--- config.mk ---
export PLATFORM = sky130hd
export DESIGN_NAME = reset_sequencer
export DESIGN_NICKNAME = d
export VERILOG_FILES = /design/src/rtl/rstseq_pkg.sv /design/src/rtl/rstseq_sync.sv /design/src/rtl/rstseq_tick.sv /design/src/rtl/rstseq_fsm.sv /design/src/rtl/rstseq_regs.sv /design/src/rtl/reset_sequencer.sv
export SDC_FILE = /design/constraint.sdc
export NUM_CORES = 1
export LEC_CHECK = 0
export BUFFER_PORTS_ARGS = -buffer_cell sky130_fd_sc_hd__buf_4
export CAP_MARGIN = 15
export CORE_ASPECT_RATIO = 0.6
export CORE_MARGIN = 2
export CORE_UTILIZATION = 50
export DETAILED_ROUTE_END_ITERATION = 10
export PLACE_DENSITY = 0.81
export SLEW_MARGIN = 20
export SYNTH_ARGS = -nofsm -noshare
export SYNTH_HDL_FRONTEND = slang
export SYNTH_SLANG_ARGS = --single-unit
--- constraint.sdc ---
create_clock -name clk -period 2.5 [get_ports clk]
set_input_delay 0.25 -clock clk [delete_from_list [all_inputs] [get_ports clk]]
set_output_delay 0.25 -clock clk [all_outputs]
set_load 0.02 [all_outputs]
--- src/rtl/rstseq_pkg.sv ---
package rstseq_pkg;

  typedef enum logic [1:0] {
    DRV_HIZ       = 2'b00,
    DRV_STRONG_HI = 2'b01,
    DRV_RES_LO    = 2'b10
  } drv_mode_e;

  typedef enum logic [1:0] {
    SQ_HOLD_A = 2'b00,
    SQ_HOLD_B = 2'b01,
    SQ_SHORT  = 2'b10,
    SQ_RUN    = 2'b11
  } seq_st_e;

  // Drive mode of handshake pin 0 for a sequencer state.
  function automatic drv_mode_e pin0_of(input seq_st_e st);
    case (st)
      SQ_HOLD_A: return DRV_STRONG_HI;
      SQ_HOLD_B: return DRV_RES_LO;
      default:   return DRV_HIZ;
    endcase
  endfunction

  // Drive mode of handshake pin 1 for a sequencer state.
  function automatic drv_mode_e pin1_of(input seq_st_e st);
    return (st == SQ_HOLD_A || st == SQ_HOLD_B) ? DRV_RES_LO : DRV_HIZ;
  endfunction

  // True when the tick being counted is the final one of a window.
  function automatic logic window_done(input int unsigned count, input int unsigned limit);
    return (count + 1) == limit;
  endfunction

  // New value of a write-one-to-clear field.
  function automatic logic w1c(input logic cur, input logic hit);
    return cur & ~hit;
  endfunction

endpackage

--- src/rtl/rstseq_sync.sv ---
module rstseq_sync #(
  parameter int WIDTH = 1,
  parameter int STAGES = 2
) (
  input  logic             clk,
  input  logic             rst,
  input  logic [WIDTH-1:0] d,
  output logic [WIDTH-1:0] q
);
  logic [WIDTH-1:0] chain [STAGES];

  always_ff @(posedge clk or posedge rst) begin
    if (rst) chain[0] <= '0;
    else     chain[0] <= d;
  end

  for (genvar s = 1; s < STAGES; s++) begin : g_stage
    always_ff @(posedge clk or posedge rst) begin
      if (rst) chain[s] <= '0;
      else     chain[s] <= chain[s-1];
    end
  end

  assign q = chain[STAGES-1];
endmodule

--- src/rtl/rstseq_tick.sv ---
module rstseq_tick #(
  parameter int STAGES = 2
) (
  input  logic clk,
  input  logic rst,
  input  logic slp_clk,
  output logic tick
);
  logic slp_s;
  logic slp_prev;

  rstseq_sync #(.WIDTH(1), .STAGES(STAGES)) u_sync (
    .clk (clk),
    .rst (rst),
    .d   (slp_clk),
    .q   (slp_s)
  );

  always_ff @(posedge clk or posedge rst) begin
    if (rst) slp_prev <= 1'b0;
    else     slp_prev <= slp_s;
  end

  assign tick = slp_s & ~slp_prev;
endmodule

--- src/rtl/rstseq_fsm.sv ---
module rstseq_fsm
  import rstseq_pkg::*;
#(
  parameter int PHASE_TICKS = 256,
  parameter int SHORT_TICKS = 16,
  parameter int CNT_W = 9
) (
  input  logic             clk,
  input  logic             rst,
  input  logic             tick,
  input  logic             req_long,
  input  logic             req_short,
  output seq_st_e          state,
  output logic [CNT_W-1:0] cnt,
  output logic             cpu_rst,
  output logic [1:0]       pin0_mode,
  output logic [1:0]       pin1_mode,
  output logic             gpio_hiz
);
  seq_st_e st_q;
  logic [CNT_W-1:0] cnt_q;
  logic rst_dly_q;
  logic last_phase;
  logic last_short;

  assign last_phase = window_done(32'(cnt_q), PHASE_TICKS);
  assign last_short = window_done(32'(cnt_q), SHORT_TICKS);

  always_ff @(posedge clk or posedge rst) begin
    if (rst) begin
      st_q  <= SQ_HOLD_A;
      cnt_q <= '0;
    end else if (req_long) begin
      st_q  <= SQ_HOLD_A;
      cnt_q <= '0;
    end else if (req_short) begin
      st_q  <= SQ_SHORT;
      cnt_q <= '0;
    end else if (tick) begin
      case (st_q)
        SQ_HOLD_A: begin
          if (last_phase) begin
            st_q  <= SQ_HOLD_B;
            cnt_q <= '0;
          end else begin
            cnt_q <= cnt_q + CNT_W'(1);
          end
        end
        SQ_HOLD_B: begin
          if (last_phase) begin
            st_q  <= SQ_RUN;
            cnt_q <= '0;
          end else begin
            cnt_q <= cnt_q + CNT_W'(1);
          end
        end
        SQ_SHORT: begin
          if (last_short) begin
            st_q  <= SQ_RUN;
            cnt_q <= '0;
          end else begin
            cnt_q <= cnt_q + CNT_W'(1);
          end
        end
        default: cnt_q <= '0;
      endcase
    end
  end

  always_ff @(posedge clk or posedge rst) begin
    if (rst) rst_dly_q <= 1'b1;
    else     rst_dly_q <= (st_q != SQ_RUN);
  end

  assign state     = st_q;
  assign cnt       = cnt_q;
  assign cpu_rst   = (st_q != SQ_RUN);
  assign pin0_mode = pin0_of(st_q);
  assign pin1_mode = pin1_of(st_q);
  assign gpio_hiz  = cpu_rst | rst_dly_q;
endmodule

--- src/rtl/rstseq_regs.sv ---
module rstseq_regs
  import rstseq_pkg::*;
#(
  parameter int ADDR_W = 2,
  parameter int DATA_W = 8
) (
  input  logic              clk,
  input  logic              rst,
  input  logic              evt_ext,
  input  logic              evt_wdt,
  input  logic              evt_boot,
  input  logic [ADDR_W-1:0] bus_addr,
  input  logic              bus_wr,
  input  logic [DATA_W-1:0] bus_wdata,
  output logic [DATA_W-1:0] bus_rdata,
  output logic              wdt_en,
  output logic [3:0]        cause
);
  localparam logic [ADDR_W-1:0] A_MAIN = ADDR_W'(0);
  localparam logic [ADDR_W-1:0] A_BOOT = ADDR_W'(1);
  localparam int EN_BIT = DATA_W - 1;

  logic c_por, c_ext, c_wdt, c_boot, en_q;
  logic any_evt;

  assign any_evt = evt_ext | evt_wdt | evt_boot;

  always_ff @(posedge clk or posedge rst) begin
    if (rst) begin
      c_por  <= 1'b1;
      c_ext  <= 1'b0;
      c_wdt  <= 1'b0;
      c_boot <= 1'b0;
      en_q   <= 1'b0;
    end else if (any_evt) begin
      c_por  <= 1'b0;
      c_ext  <= evt_ext;
      c_wdt  <= ~evt_ext & evt_wdt;
      c_boot <= ~evt_ext & ~evt_wdt & evt_boot;
      en_q   <= 1'b0;
    end else if (bus_wr) begin
      if (bus_addr == A_MAIN) begin
        c_por <= w1c(c_por, bus_wdata[0]);
        c_ext <= w1c(c_ext, bus_wdata[1]);
        c_wdt <= w1c(c_wdt, bus_wdata[2]);
        en_q  <= bus_wdata[EN_BIT];
      end else if (bus_addr == A_BOOT) begin
        c_boot <= w1c(c_boot, bus_wdata[0]);
      end
    end
  end

  always_comb begin
    bus_rdata = '0;
    if (bus_addr == A_MAIN) begin
      bus_rdata[0]      = c_por;
      bus_rdata[1]      = c_ext;
      bus_rdata[2]      = c_wdt;
      bus_rdata[EN_BIT] = en_q;
    end else if (bus_addr == A_BOOT) begin
      bus_rdata[0] = c_boot;
    end
  end

  assign wdt_en = en_q;
  assign cause  = {c_boot, c_wdt, c_ext, c_por};
endmodule

--- src/rtl/reset_sequencer.sv ---
module reset_sequencer
  import rstseq_pkg::*;
#(
  parameter int PHASE_TICKS = 256,
  parameter int SHORT_TICKS = 16,
  parameter int SYNC_STAGES = 2,
  parameter int ADDR_W = 2,
  parameter int DATA_W = 8
) (
  input  logic              clk,
  input  logic              por,
  input  logic              slp_clk,
  input  logic              ext_rst,
  input  logic              wdt_expire,
  input  logic              boot_fail,
  input  logic [ADDR_W-1:0] bus_addr,
  input  logic              bus_wr,
  input  logic [DATA_W-1:0] bus_wdata,
  output logic [DATA_W-1:0] bus_rdata,
  output logic              cpu_rst,
  output logic [1:0]        pin0_mode,
  output logic [1:0]        pin1_mode,
  output logic              gpio_hiz
);
  localparam int MAX_TICKS = (PHASE_TICKS > SHORT_TICKS) ? PHASE_TICKS : SHORT_TICKS;
  localparam int CNT_W = $clog2(MAX_TICKS) + 1;

  logic tick;
  logic [2:0] src_s;
  logic ext_s, wdt_s, boot_s;
  logic wdt_en;
  logic evt_ext, evt_wdt, evt_boot, evt_any;
  logic [3:0] cause;
  seq_st_e state;
  logic [CNT_W-1:0] phase_cnt;

  rstseq_tick #(.STAGES(SYNC_STAGES)) u_tick (
    .clk     (clk),
    .rst     (por),
    .slp_clk (slp_clk),
    .tick    (tick)
  );

  rstseq_sync #(.WIDTH(3), .STAGES(SYNC_STAGES)) u_src_sync (
    .clk (clk),
    .rst (por),
    .d   ({boot_fail, wdt_expire, ext_rst}),
    .q   (src_s)
  );

  assign ext_s  = src_s[0];
  assign wdt_s  = src_s[1];
  assign boot_s = src_s[2];

  assign evt_ext  = ext_s;
  assign evt_wdt  = wdt_s & wdt_en;
  assign evt_boot = boot_s;
  assign evt_any  = evt_ext | evt_wdt | evt_boot;

  rstseq_regs #(.ADDR_W(ADDR_W), .DATA_W(DATA_W)) u_regs (
    .clk       (clk),
    .rst       (por),
    .evt_ext   (evt_ext),
    .evt_wdt   (evt_wdt),
    .evt_boot  (evt_boot),
    .bus_addr  (bus_addr),
    .bus_wr    (bus_wr),
    .bus_wdata (bus_wdata),
    .bus_rdata (bus_rdata),
    .wdt_en    (wdt_en),
    .cause     (cause)
  );

  rstseq_fsm #(
    .PHASE_TICKS (PHASE_TICKS),
    .SHORT_TICKS (SHORT_TICKS),
    .CNT_W       (CNT_W)
  ) u_fsm (
    .clk       (clk),
    .rst       (por),
    .tick      (tick),
    .req_long  (evt_ext),
    .req_short (evt_wdt | evt_boot),
    .state     (state),
    .cnt       (phase_cnt),
    .cpu_rst   (cpu_rst),
    .pin0_mode (pin0_mode),
    .pin1_mode (pin1_mode),
    .gpio_hiz  (gpio_hiz)
  );
endmodule

==> results.toml, run 1 <==
[placed_design]
dp_hpwl_um = 2480
finalWeightedCongestion = 0.940
io_buffer_count = 21
place.detailed.instances = 216

[power]
cellLeakagePower_nw = 0.807
p_per_area_nw_per_um2 = 556
ir_drop_mv = 0.271

[timing]
final_max_slew_viol_count = 0
post-route-period-util = 0.971
rsz0062_at_grt = "false"
hold_violations = 0
clock.fmax_mhz = 412
worst_pin_slew_ns = 0.970
final_setup_violation_count = 0
final.min_clock_period_ns = 2.43
max-slew-margin-rel = 0.353
setup-tns-final_ns = 0
fin_skew_ns = 0.00272
final.hold.worst_slack_ns = 0.0779

[route]
remaining_drc_errors = 0
detail_route.iter0.violations = 108
drt.antenna.violating_nets = 0
drt-pass1-iter-count = 4
routedWlPerCell_um = 14.9
avgViaCountPerCell = 5.58
routed_wl_um = 3280
routed-via-count = 1228

[synth]
netlist_top_cells_area = "dfrtp_1, ha_1, nand2_1"
synth_enable_flop_cells = 0
synth_warnings = 0
synth.avg_cell_area_um2 = 9.85
synth.lib_cells_used.distinct = 46
synthFlopType = "dfrtp_1"
number_of_cells_produced_by_synthesis = 155
netlist_area_um2 = 1530
synth_seq_area_share = 0.428
postSynthRegisterBits = 26
synthMostInstantiatedCell = "dfrtp_1"
asyncSetResetFlopFracSynth = 1.00
yosys-top-cells-count = "dfrtp_1, nand2_1, a21oi_1, inv_1, nor2_1"
synthDominantAreaCellType = "dfrtp_1"
netlist.area_leader.share = 0.393

[setup_path]
worstSetupStartpointType = "register"
worstPathRequired_ns = 2.66
critPathMaxStageDelay_ns = 0.44
worstSetupPathType = "reg -> reg"
worst-endpoint-arrival_ns = 2.59
slowest_stage = "dfrtp_1"
critical_path.endpoint_type = "register"
critical_path.cell_chain = "ha_2 -> nand3_4 -> or3_4 -> mux2_4 -> o41ai_4 -> nor2_1 -> o311a_1"
worstPathMaxFanout = 7

[floorplan]
rows = 15
floorplan.die.width_um = 75.3
start_util = 0.528
pin_count = 31
fp.dieArea_um2 = 3530
core_ar_um2 = 2890
die_height_um = 46.8

[grt]
grt_pass1_vias = 1111
first_pass_grt_wire_length_um = 5420
groute.usage.overall = 0.213
pin_count_of_the_biggest_net_entering_global_routing = 26
overflow = 0
antenna_found_initial = 0

[final_layout]
flow.area_growth_from_synthesis_pct = 17.8
layout.cells.non_filler = 220
final_antenna_diode_count = 0
num-nets-final = 202
nFillCells = 259
drive_gt1_frac = 0.230

[clock_tree]
cts_root_buf = "clkbuf_8"
h-tree-depth = 1
tritoncts_num_sinks = 26
reg_clk_slew_reported_paths_ns = 0.09
cts_max_path_buffers = 2
clkLatencyLatePin_ns = 0.27
tritoncts_buffers = 3
cts_tree = "done"

[hold_path]
hp-class = "in -> reg"

[run_status]
result_of_the_run = "complete, no violations"

[job]
maxCapViolations = 0
[stage by stage]
stage	utilization	cell area [um^2]	total power [mW]	worst slack [ns]
global route	0.622	1800	1.04	0.00342
detailed placement	0.592	1710	0.655	0.0251
finish	0.622	1800	0.999	0.0731
CTS	0.617	1780	1.01	0.00439
floorplan	-	1540	0.593	0.260
global placement	0.592	1710	0.649	0.118
[cells by family after synthesis]
group	synth area share
XOR/XNOR	0.00574
AO/OA/AOI/OAI	0.236
multiplexers	0.0295
other	0.00246
adder cells (fa/ha/maj)	0.0492
AND/OR/NAND/NOR	0.186
flip-flops	0.428
buffers and inverters	0.0631
[where the power goes]
part | switching, mW | internal [mW] | total, mW
Sequential | 0.0184 | 0.439 | 0.457
Combinational | 0.117 | 0.0784 | 0.195
Clock | 0.132 | 0.214 | 0.346
Total | 0.267 | 0.732 | 0.999
[registers in the layout, summed over array words and instances, names as in the netlist, 2 cells and up]
register	cells
u_fsm.cnt	9
u_fsm.state	2
u_src_sync.chain	3
u_src_sync.q	3
[layout make-up]
cell class	count	area [um^2]	area share
Multi-Input combinational cell	115	807	0.449
Tap cell	42	52.6	0.0292
Inverter	9	33.8	0.0188
Sequential cell	26	653	0.363
Clock inverter	1	30.0	0.0167
Timing Repair Buffer	24	180	0.100
Clock buffer	3	41.3	0.0230
[what timing repair did]
| action | 4_1_cts | 5_1_grt |
|---|---|---|
| hold buffers | 0 | 0 |
| gates resized for setup | 0 | 3 |
| setup buffers | 0 | 0 |
| setup endpoints to repair | 0 | 8 |
[critical path: cells and delay by family, from the launching register on]
family	cells	cell delay (ns)
mux	1	0.31
simple gates	3	0.64
flops	1	0.44
fa+ha+maj	1	0.30
compound gates	2	0.61
[per-layer routing]
layer,GRT usage,part of all wire,vias up
met1,0.319,0.52,596
li1,-,-,596
met2,0.329,0.43,34
met5,0,0,-
met3,0.0515,0.054,2
met4,0.0246,0.0046,0
[cells in the final DEF, fill, tap and decap left out, drive strengths merged, types with 2 or more instances in the layout]
cell type / instances
conb: 5
a21oi: 10
a211o: 3
dfstp: 2
nand2b: 2
nand2: 16
nand4b: 2
a22oi: 2
dfrtp: 24
o21ai: 9
a211oi: 2
o2111ai: 2
o31ai: 4
clkbuf: 3
a31oi: 4
a21o: 4
nand3: 6
inv: 9
buf: 24
and2: 6
mux2i: 3
or3: 4
nor2: 8
ha: 6
[worst paths after layout]
path / slack, ns / endpoint / from / depth (start not counted)
setup reg to reg: 0.07 / u_fsm.state[1]$_DFFE_PP0P_ / u_fsm.cnt[1]$_DFFE_PP0P_ / 7
max in group asynchronous: 1.62 / u_fsm.rst_dly_q$_DFF_PP1_ / por / 3
hold / removal: 0.08 / u_tick.u_sync.chain[1]$_DFF_PP0_ / slp_clk / 1
hold reg to reg: 0.36 / u_tick.u_sync.q$_DFF_PP0_ / u_tick.u_sync.chain[1]$_DFF_PP0_ / 0
min in group asynchronous: 0.19 / u_fsm.cnt[8]$_DFFE_PP0P_ / por / 2
setup / recovery: 0.07 / u_fsm.state[1]$_DFFE_PP0P_ / u_fsm.cnt[1]$_DFFE_PP0P_ / 7
Note: power is estimated with default switching activity, not from simulation.
==> run 2, diff against run 1 <==
--- a/config.mk
+++ b/config.mk
@@ -11,8 +11,10 @@
 export CORE_MARGIN = 2
 export CORE_UTILIZATION = 50
 export DETAILED_ROUTE_END_ITERATION = 10
+export MAX_ROUTING_LAYER = met4
 export PLACE_DENSITY = 0.81
 export SLEW_MARGIN = 20
 export SYNTH_ARGS = -nofsm -noshare
 export SYNTH_HDL_FRONTEND = slang
 export SYNTH_SLANG_ARGS = --single-unit
+export TNS_END_PERCENT = 1
==> run 2 against run 1 <==
  * Final cell count rose by 0.45%
  * Worst hold slack got worse by 0.055 ns
  * Non-clock buffer count rose by 1
  * First-iteration DRC count rose by 31%
  * Power barely moved
  * Critical path depth did not move
  * Via count rose by 4.6%
  * Largest cell class unchanged
==> results.toml, run 2 (synthesis gave the netlist of run 1 again) <==
[floorplan]
start_util = 0.528
fp.dieArea_um2 = 3530
core_ar_um2 = 2890
rows = 15
pin_count = 31
floorplan.die.width_um = 75.3
die_height_um = 46.8

[clock_tree]
reg_clk_slew_reported_paths_ns = 0.09
cts_max_path_buffers = 2
cts.repair.resized = 0
tritoncts_num_sinks = 26
h-tree-depth = 1
post-cts-setup-buffers = 0
tritoncts_buffers = 3
hold_buffers = 0
cts_tree = "done"
clkLatencyLatePin_ns = 0.27
cts_root_buf = "clkbuf_8"

[timing]
rsz0062_at_grt = "false"
final_setup_violation_count = 0
fin_skew_ns = 0.00674
max-slew-margin-rel = 0.504
clock.fmax_mhz = 419
worst_pin_slew_ns = 0.744
hold_violations = 0
setup-tns-final_ns = 0
final_max_slew_viol_count = 0
post-route-period-util = 0.955
final.min_clock_period_ns = 2.39

[final_layout]
final_antenna_diode_count = 0
finalCoreUtilization = 0.628
num-nets-final = 203
final_area_um2 = 1810
mostFrequentLayoutCells = "buf_4, dfrtp_1, nand2_1"
layout.cells.non_filler = 221
mostFrequentLayoutCell = "buf_4"
drive_gt1_frac = 0.251
flow.area_growth_from_synthesis_pct = 18.9
largest_register_ff_count = 9

[placed_design]
place.detailed.instances = 217
finalWeightedCongestion = 0.944
dp_hpwl_um = 2690
io_buffer_count = 21
placed_cell_area_um2 = 1720

[route]
drt.antenna.violating_nets = 0
detail_route.iter0.violations = 142
avgViaCountPerCell = 5.81
drt-pass1-iter-count = 4
remaining_drc_errors = 0
routed-via-count = 1285
routed_wl_um = 3480
routedWlPerCell_um = 15.8

[grt]
met3_usage = 0.0730
groute.usage.overall = 0.237
overflow = 0
global_route.peak_usage_layer = "met2"
antenna_found_initial = 0
met1_usage = 0.320
first_pass_grt_wire_length_um = 5870
pin_count_of_the_biggest_net_entering_global_routing = 27
global_route.usage.met2 = 0.355
grt_pass1_vias = 1248

[job]
maxCapViolations = 0

[power]
cellLeakagePower_nw = 0.808
p_per_area_nw_per_um2 = 551
ir_drop_mv = 0.440

[setup_path]
worstSetupStartpointType = "register"
worst-endpoint-arrival_ns = 2.55
worstSetupPathType = "reg -> reg"
worstPathRequired_ns = 2.66
worstPathMaxFanout = 7
critical_path.endpoint_type = "register"

[hold_path]
hp-class = "in -> async"

[run_status]
result_of_the_run = "complete, no violations"
-- run 2: worst max-delay path, stage by stage, from the launching register on --
cell and delay (ns):
dfrtp_2 0.44, ha_2 0.25, nand3_4 0.13, or3_4 0.44, mux2_4 0.31, o41ai_4 0.28, nor2_1 0.08, o311a_1 0.35
-- run 2: path summary, 6_finish.rpt --
check                                            startpoint                                to  slack [ns]  cells after the start
min in group clk                                    slp_clk  u_tick.u_sync.chain[1]$_DFF_PP0_        0.08                      1
min                                                     por          u_fsm.cnt[2]$_DFFE_PP0P_        0.02                      3
min reg2reg                u_tick.u_sync.chain[1]$_DFF_PP0_         u_tick.u_sync.q$_DFF_PP0_        0.36                      0
max in group asynchronous                               por         u_fsm.rst_dly_q$_DFF_PP1_        2.18                      3
max reg2reg                        u_fsm.cnt[0]$_DFFE_PP0P_        u_fsm.state[1]$_DFFE_PP0P_        0.11                      7
max                                u_fsm.cnt[0]$_DFFE_PP0P_        u_fsm.state[1]$_DFFE_PP0P_        0.11                      7
-- run 2: cell type report --
cell class                      count  area [um^2]
Clock buffer                        3         41.3
Clock inverter                      1         30.0
Fill cell                         251         1080
Inverter                            9         33.8
Multi-Input combinational cell    115          813
Sequential cell                    26          656
Tap cell                           42         52.6
Timing Repair Buffer               25          188
-- run 2: stage by stage --
step / power [mW] / setup slack, ns / hold WS (ns)
2_1_floorplan: 0.593 / 0.260 / 0.281
3_3_place_gp: 0.647 / 0.164 / 0.328
3_5_place_dp: 0.658 / 0.0555 / 0.333
4_1_cts: 1.00 / 0.0268 / 0.0336
5_1_grt: 1.05 / 0.0111 / 0.0557
6_report: 1.00 / 0.111 / 0.0227
-- run 2: layer usage --
| metal | vias to the layer above | share of wire |
|---|---|---|
| li1 | 596 | - |
| met1 | 629 | 0.46 |
| met2 | 56 | 0.45 |
| met3 | 4 | 0.085 |
| met4 | 0 | 0.0057 |
| met5 | - | 0 |
-- run 2: where the power goes --
group / switching [mW] / total, mW / internal, mW / leakage (nW)
logic: 0.117 / 0.194 / 0.0766 / 0.448
clock network: 0.131 / 0.345 / 0.214 / 0.0357
registers: 0.0210 / 0.460 / 0.439 / 0.325
